`config.mk`:
```
export PLATFORM = sky130hd
export DESIGN_NAME = lm_burst_split
export DESIGN_NICKNAME = d
export VERILOG_FILES = /design/src/rtl/lm_split_pkg.sv /design/src/rtl/lm_split_calc.sv /design/src/rtl/lm_burst_enc.sv /design/src/rtl/lm_ar_seq.sv /design/src/rtl/lm_burst_split.sv
export SDC_FILE = /design/constraint.sdc
export NUM_CORES = 1
export LEC_CHECK = 0
export ABC_CLOCK_PERIOD_IN_PS = 4300
export BUFFER_PORTS_ARGS = -buffer_cell sky130_fd_sc_hd__buf_2
export CAP_MARGIN = 30
export CORE_ASPECT_RATIO = 0.9
export CORE_MARGIN = 10
export CORE_UTILIZATION = 50
export DETAILED_ROUTE_END_ITERATION = 8
export PLACE_DENSITY = 0.73
export SKIP_CTS_REPAIR_TIMING = 1
export SLEW_MARGIN = 20
export SYNTH_ARGS = -nofsm -noshare
export SYNTH_HDL_FRONTEND = slang
export SYNTH_HIERARCHICAL = 1
export SYNTH_SLANG_ARGS = --single-unit
```
`constraint.sdc`:
```
create_clock -name clk -period 4.3 [get_ports clk]
set_input_delay 0.645 -clock clk [delete_from_list [all_inputs] [get_ports clk]]
set_output_delay 0.645 -clock clk [all_outputs]
set_load 0.005 [all_outputs]
```
`src/rtl/lm_split_pkg.sv`:
```
package lm_split_pkg;

  localparam logic [1:0] BURST_INCR = 2'b01;
  localparam logic [2:0] SIZE_4B    = 3'b010;
  localparam logic [2:0] SIZE_8B    = 3'b011;

  typedef struct packed {
    logic [1:0] burst;
    logic [2:0] size;
    logic [7:0] len;
  } ar_enc_t;

endpackage

```
`src/rtl/lm_split_calc.sv`:
```
module lm_split_calc #(
  parameter int ADDR_W   = 32,
  parameter int RGN_LOG2 = 3,
  parameter int CNT_W    = 4
) (
  input  logic [ADDR_W-3:0] word_addr,
  input  logic [CNT_W-1:0]  cnt_m1,
  output logic [ADDR_W-1:0] p0_addr,
  output logic [CNT_W:0]    p0_words,
  output logic [ADDR_W-1:0] p1_addr,
  output logic [CNT_W:0]    p1_words,
  output logic              two_pieces
);
  localparam int WORDS_W   = CNT_W + 1;
  localparam int RGN_WORDS = 1 << RGN_LOG2;
  localparam int HI_W      = ADDR_W - 2 - RGN_LOG2;
  localparam int LO_W      = RGN_LOG2 + 2;
  localparam int CW        = ((WORDS_W > RGN_LOG2 + 1) ? WORDS_W : RGN_LOG2 + 1) + 1;

  logic [CW-1:0] total;
  logic [CW-1:0] room;
  logic [CW-1:0] rest;

  always_comb begin
    total      = CW'(cnt_m1) + CW'(1);
    room       = CW'(RGN_WORDS) - CW'(word_addr[RGN_LOG2-1:0]);
    two_pieces = total > room;
    rest       = total - room;
    p0_addr    = {word_addr, 2'b00};
    p0_words   = two_pieces ? WORDS_W'(room) : WORDS_W'(total);
    p1_addr    = {word_addr[ADDR_W-3:RGN_LOG2] + HI_W'(1), LO_W'(0)};
    p1_words   = two_pieces ? WORDS_W'(rest) : '0;
  end

endmodule

```
`src/rtl/lm_burst_enc.sv`:
```
module lm_burst_enc #(
  parameter int WORDS_W = 5
) (
  input  logic                     dw_aligned,
  input  logic [WORDS_W-1:0]       words,
  output lm_split_pkg::ar_enc_t    enc
);
  import lm_split_pkg::*;

  logic               wide;
  logic [WORDS_W-1:0] beats;

  always_comb begin
    wide      = dw_aligned && !words[0];
    beats     = wide ? (words >> 1) : words;
    enc.burst = BURST_INCR;
    enc.size  = wide ? SIZE_8B : SIZE_4B;
    enc.len   = 8'(beats - WORDS_W'(1));
  end

endmodule

```
`src/rtl/lm_ar_seq.sv`:
```
module lm_ar_seq #(
  parameter int ADDR_W  = 32,
  parameter int WORDS_W = 5
) (
  input  logic                  clk,
  input  logic                  rst,
  input  logic                  req_valid,
  output logic                  req_ready,
  input  logic [ADDR_W-1:0]     p0_addr,
  input  logic [WORDS_W-1:0]    p0_words,
  input  lm_split_pkg::ar_enc_t p0_enc,
  input  logic [ADDR_W-1:0]     p1_addr,
  input  logic [WORDS_W-1:0]    p1_words,
  input  lm_split_pkg::ar_enc_t p1_enc,
  input  logic                  two_pieces,
  input  logic                  ar_ready,
  output logic                  ar_valid,
  output logic [ADDR_W-1:0]     ar_addr,
  output lm_split_pkg::ar_enc_t ar_enc,
  output logic                  ar_piece,
  output logic [WORDS_W-1:0]    ar_words,
  output logic                  ar_last
);
  import lm_split_pkg::*;

  logic                busy;
  logic                pend;
  logic [ADDR_W-1:0]   hold_addr;
  logic [WORDS_W-1:0]  hold_words;
  ar_enc_t             hold_enc;

  assign req_ready = ~busy;

  always_ff @(posedge clk) begin
    if (rst) begin
      busy       <= 1'b0;
      pend       <= 1'b0;
      ar_valid   <= 1'b0;
      ar_addr    <= '0;
      ar_enc     <= '0;
      ar_piece   <= 1'b0;
      ar_words   <= '0;
      ar_last    <= 1'b0;
      hold_addr  <= '0;
      hold_words <= '0;
      hold_enc   <= '0;
    end else if (!busy) begin
      if (req_valid) begin
        busy       <= 1'b1;
        ar_valid   <= 1'b1;
        ar_addr    <= p0_addr;
        ar_enc     <= p0_enc;
        ar_words   <= p0_words;
        ar_piece   <= 1'b0;
        ar_last    <= ~two_pieces;
        pend       <= two_pieces;
        hold_addr  <= p1_addr;
        hold_words <= p1_words;
        hold_enc   <= p1_enc;
      end
    end else if (ar_valid && ar_ready) begin
      if (pend) begin
        ar_addr  <= hold_addr;
        ar_enc   <= hold_enc;
        ar_words <= hold_words;
        ar_piece <= 1'b1;
        ar_last  <= 1'b1;
        pend     <= 1'b0;
      end else begin
        ar_valid <= 1'b0;
        busy     <= 1'b0;
      end
    end
  end

endmodule

```
`src/rtl/lm_burst_split.sv`:
```
module lm_burst_split #(
  parameter int ADDR_W   = 32,
  parameter int RGN_LOG2 = 3,
  parameter int CNT_W    = 4
) (
  input  logic                clk,
  input  logic                rst,
  input  logic                req_valid,
  output logic                req_ready,
  input  logic [ADDR_W-3:0]   req_word_addr,
  input  logic [CNT_W-1:0]    req_cnt_m1,
  output logic                ar_valid,
  input  logic                ar_ready,
  output logic [ADDR_W-1:0]   ar_addr,
  output logic [1:0]          ar_burst,
  output logic [2:0]          ar_size,
  output logic [7:0]          ar_len,
  output logic                ar_piece,
  output logic [CNT_W:0]      ar_words,
  output logic                ar_last
);
  import lm_split_pkg::*;

  localparam int WORDS_W = CNT_W + 1;
  localparam int NPIECE  = 2;

  logic [ADDR_W-1:0]  p_addr  [NPIECE];
  logic [WORDS_W-1:0] p_words [NPIECE];
  ar_enc_t            p_enc   [NPIECE];
  logic               two_pieces;
  ar_enc_t            ar_enc;

  lm_split_calc #(
    .ADDR_W   (ADDR_W),
    .RGN_LOG2 (RGN_LOG2),
    .CNT_W    (CNT_W)
  ) u_calc (
    .word_addr  (req_word_addr),
    .cnt_m1     (req_cnt_m1),
    .p0_addr    (p_addr[0]),
    .p0_words   (p_words[0]),
    .p1_addr    (p_addr[1]),
    .p1_words   (p_words[1]),
    .two_pieces (two_pieces)
  );

  for (genvar g = 0; g < NPIECE; g++) begin : g_enc
    lm_burst_enc #(.WORDS_W(WORDS_W)) u_enc (
      .dw_aligned (~p_addr[g][2]),
      .words      (p_words[g]),
      .enc        (p_enc[g])
    );
  end

  lm_ar_seq #(
    .ADDR_W  (ADDR_W),
    .WORDS_W (WORDS_W)
  ) u_seq (
    .clk        (clk),
    .rst        (rst),
    .req_valid  (req_valid),
    .req_ready  (req_ready),
    .p0_addr    (p_addr[0]),
    .p0_words   (p_words[0]),
    .p0_enc     (p_enc[0]),
    .p1_addr    (p_addr[1]),
    .p1_words   (p_words[1]),
    .p1_enc     (p_enc[1]),
    .two_pieces (two_pieces),
    .ar_ready   (ar_ready),
    .ar_valid   (ar_valid),
    .ar_addr    (ar_addr),
    .ar_enc     (ar_enc),
    .ar_piece   (ar_piece),
    .ar_words   (ar_words),
    .ar_last    (ar_last)
  );

  assign ar_burst = ar_enc.burst;
  assign ar_size  = ar_enc.size;
  assign ar_len   = ar_enc.len;

endmodule

```
# [After elaboration in Yosys (flattened, before gate mapping)]
# Index checks and enable logic that the tools add are counted.
[totals] in_bits=38 out_inout_bits=54 regBits=99
[op_classes] mux=35 add_sub_neg=6 reduce_logical=8 order_cmp=1 n_eq_ne=3 bitwise_logic=3
[ops] operator="two-way mux 32 bit" n=4
[ops] operator="two-way mux 13 bit" n=4
[ops] operator="two-way mux 5 bit" n=8
[ops] operator="adder 27 x 1 -> 27 bit, second input constant" n=1
[ops] operator="two-way mux 1 bit" n=19
[ops] operator="subtractor 5 x 1 -> 6 bit, second input constant" n=2
[ops] operator="greater-than comparator 5 x 6 -> 1 bit" n=1
[ops] operator="inequality test 2 bit, second input constant" n=3
[ops] operator="AND reduction 3 bit" n=2
[ops] operator="adder 4 x 1 -> 5 bit, second input constant" n=1
[ops] operator="subtractor 4 x 3 -> 5 bit, first input constant" n=1
[ops] operator="subtractor 5 bit" n=1
[ops] operator="AND reduction 2 bit" n=2
[ops] operator="NOT 1 bit" n=3
[ops] operator="logical AND 1 bit" n=2
[ops] operator="nonzero test 2 bit" n=1
[ops] operator="logical NOT 1 bit" n=1

# [Logic depth before layout (Yosys ltp)]
[depth] word_depth=9 ltp_mapped=17 mapped_depth_nobuf=17

# [By module]
# Netlist, hierarchy kept.
[by_module_without_submodules] module="lm_ar_seq" area_each_um2=4460.5 seq_area_each_um2=2102.0 cells_per_inst=473 n_inst=1
[by_module_without_submodules] module="lm_split_calc" area_each_um2=1076.0 seq_area_each_um2=0.0 cells_per_inst=147 n_inst=1
[by_module_without_submodules] module="lm_burst_enc" area_each_um2=214.0 seq_area_each_um2=0.0 cells_per_inst=29 n_inst=2
[by_module_without_submodules] module="lm_burst_split" area_each_um2=7.5 seq_area_each_um2=0.0 cells_per_inst=2 n_inst=1

# [Worst setup path before layout]
# No wires, ideal clock.
[synth_timing] path_kind="input to register" start="input port req_word_addr[0]" end="register u_seq/ar_enc[4] (netlist name)" stages=17 arrival_time_ns=3.809 slack_ns=0.410 required_time_ns=4.219 path_cell_list="inv_1 > ha_1 > inv_1 > fa_1 > a21o_1 > a21oi_1 > o21a_1 > inv_1 > mux2i_1 > nand2b_4 > mux2i_1 > ha_1 > nand2b_1 > a211o_1 > nand2_1 > mux2i_1 > a211oi_2"
[synth_rtl] item="from (decl)" line_no="lm_burst_split.sv:10" source="input logic [ADDR_W-3:0] req_word_addr,"

==> results_dict.tcl <==
set metrics [dict create \
    std_cell_rows 37 \
    finClkSkew_ps 4.92 \
    status "complete, no violations" \
    synth_area_mm2 0.00597 \
    fin_nets 752 \
    drc 0 \
    yosys_warnings 6 \
    start_util 0.516 \
    cts.clk_slew.worst_paths_ps 70 \
    hold-worst-slack_ps 455 \
    netlist_top_cells_area "dfxtp_1, a211oi_2, mux2i_1" \
    wl_per_cell_um 16.4 \
    first_pass_iters 5 \
    p_int_uw 1700 \
    power-per-cell-area_mw_per_mm2 381 \
    grt_max_degree 65 \
    slew_violations 0 \
    sw_frac_of_total 0.309 \
    period_minus_slack_ps 3870 \
    antenna_found_initial 0 \
    dpl_worst_slack_ps 132 \
    grt_overflow 0 \
    vias 4704 \
    synthFlopType "dfxtp_1" \
    grt_pass1_vias 4736 \
    synth_most_common_cell "nand2_1" \
    holdCritPathClass "flop to flop" \
    synth.avg_cell_area_um2 8.78 \
    fin_setup_tns_ps 0 \
    crit_path_max_fanout 7 \
    drive_gt1_frac 0.254 \
    cts_tree "built" \
    wirelength_met1_um 6330 \
    min_period_over_period 0.900 \
    routed_wirelength_um 14200 \
    grt_pass1_wl_um 23400 \
    synthTopCellsByCount "nand2_1, dfxtp_1, a21oi_1" \
    hold_violations 0 \
    h-tree-depth 3 \
    rsz0062_at_grt "no" \
    ios 92 \
    yosysSeqAreaShare 0.352 \
    dr.first_iter.drc_count 331 \
    cts_buffer_depth 2 \
    cp_data_arrival_time_ps 4150 \
    maxUsedRoutingLayer "met4" \
    dieArea_mm2 0.0167 \
    io_buffers 91 \
    routed_via_density 5.44 \
    met3WireLength_um 1030 \
    seq_power_share 0.447 \
    max_cap_violations 0 \
    switchingPower_uw 761 \
    fin_util 0.558 \
    setup_ws_ps 431 \
    die_height_um 124 \
    ant_nets 0 \
    synth_top_area_cell "dfxtp_1" \
    clk_latency_ps 360 \
    fmax_ghz 0.258 \
    cts_buffers 9 \
    async_flop_share 0 \
    area_growth_pct 8.13 \
    synth_cell_types 47 \
    clock-root-buffer "clkbuf_16" \
    vdd_drop_max_uv 266 \
    dpl.hpwl_um 9850 \
    worst_pin_slew_ps 796 \
    combPwrFrac 0.244 \
    clockPowerShare 0.310 \
    clkSinkCount 105 \
    critPathLaunchType "input pin" \
    track_usage 0.171 \
    setup_viol 0 \
    met2_length_um 6690 \
    diodes 0 \
    slew_headroom 0.464 \
    p_leak_uw 0.00261 \
    die_w_um 135 \
    core_mm2 0.0116 \
    place.gp.congestion 0.902 \
    required_ps 4580 \
    path_class "input pin to flop" \
    postSynthCellCount 680 \
    synth_edf_count 0 \
    end_kind "flop" \
    post-synth-top-area-fraction 0.352 \
    ys_ff_latch 105 \
]
[layout make-up]
type | count | area (um^2)
Fill cell | 1073 | 5120
Clock buffer | 9 | 225
Clock inverter | 7 | 43.8
Inverter | 16 | 60.1
Multi-Input combinational cell | 470 | 3210
Tap cell | 156 | 195
Timing Repair Buffer | 102 | 613
Sequential cell | 105 | 2110
[stage by stage]
| stage | cells | power [uW] | cell area (um^2) |
|---|---|---|---|
| 5_1_grt | 865 | 2600 | 6460 |
| 3_3_place_gp | 845 | 1680 | 6090 |
| 3_5_place_dp | 849 | 1720 | 6190 |
| 4_1_cts | 865 | 2490 | 6460 |
| 6_report | 865 | 2460 | 6460 |
| 2_1_floorplan | 691 | 1580 | 6010 |
[power groups by stage]
stage	Combinational, uW	Sequential, uW	Clock [uW]
final	600	1100	762
after global routing	666	1110	826
after CTS	600	1100	792
after detailed placement	596	1120	0
after global placement	564	1120	0
after floorplan	466	1110	0
[sequential cells by signal, indices dropped and copies added (netlist names)]
signal	cells
u_seq/hold_addr	32
u_seq/ar_piece	1
u_seq/hold_enc	13
u_seq/ar_words	5
u_seq/ar_valid	1
u_seq/ar_addr	32
u_seq/ar_last	1
u_seq/pend	1
u_seq/busy	1
u_seq/hold_words	5
u_seq/ar_enc	13
[cell usage in the layout (no fill, tap or decap), types with 5 or more instances in the layout]
master     count
o21ai_0        7
clkbuf_16      9
nand2_1      108
ha_1           9
nor2_1        12
buf_4          8
inv_1         16
xor2_1         9
mux2i_1       55
a21oi_1       57
nor3_1        52
conb_1        16
a211oi_2      49
nand3_1       16
dfxtp_1      104
nand4_1        5
buf_2         90
xnor2_1       22
[kinds of logic after synthesis]
| logic type | count (synthesis) | synth area share |
|---|---|---|
| AO/OA/AOI/OAI | 130 | 0.179 |
| XOR/XNOR | 31 | 0.0455 |
| adder cells (fa/ha/maj) | 10 | 0.0222 |
| buffers and inverters | 116 | 0.118 |
| flip-flops | 105 | 0.352 |
| multiplexers | 56 | 0.0941 |
| other | 5 | 0.00314 |
| AND/OR/NAND/NOR | 227 | 0.187 |
[routing by layer]
metal	vias to the layer above	GRT usage
met5	-	0
met4	0	0.0524
met2	132	0.279
met3	16	0.0600
li1	2347	-
met1	2209	0.210
[worst max-delay path, cell delays in order]
cell	delay, ps
buf_2	120
inv_1	60
ha_1	290
inv_1	70
fa_1	440
a21o_1	200
a21oi_1	270
o21a_1	300
inv_1	130
mux2i_1	260
nand2b_4	220
mux2i_1	190
ha_1	200
nand2b_1	90
a211o_1	270
nand2_1	70
mux2i_1	80
a211oi_2	230
[path summary, 6_finish.rpt]
check / from / endpoint / slack (ps) / cells after the start
min reg2reg: u_seq/hold_addr[16]$_SDFFE_PP0P_ / u_seq/hold_addr[16]$_SDFFE_PP0P_ / 450 / 2
max: req_word_addr[0] / u_seq/ar_enc[4]$_SDFFE_PP0P_ / 430 / 18
min: u_seq/hold_addr[16]$_SDFFE_PP0P_ / u_seq/hold_addr[16]$_SDFFE_PP0P_ / 450 / 2
max reg2reg: u_seq/busy$_SDFF_PP0_ / u_seq/ar_enc[1]$_SDFFE_PP0P_ / 2250 / 5
No activity file was read; power rests on OpenSTA's default activity.
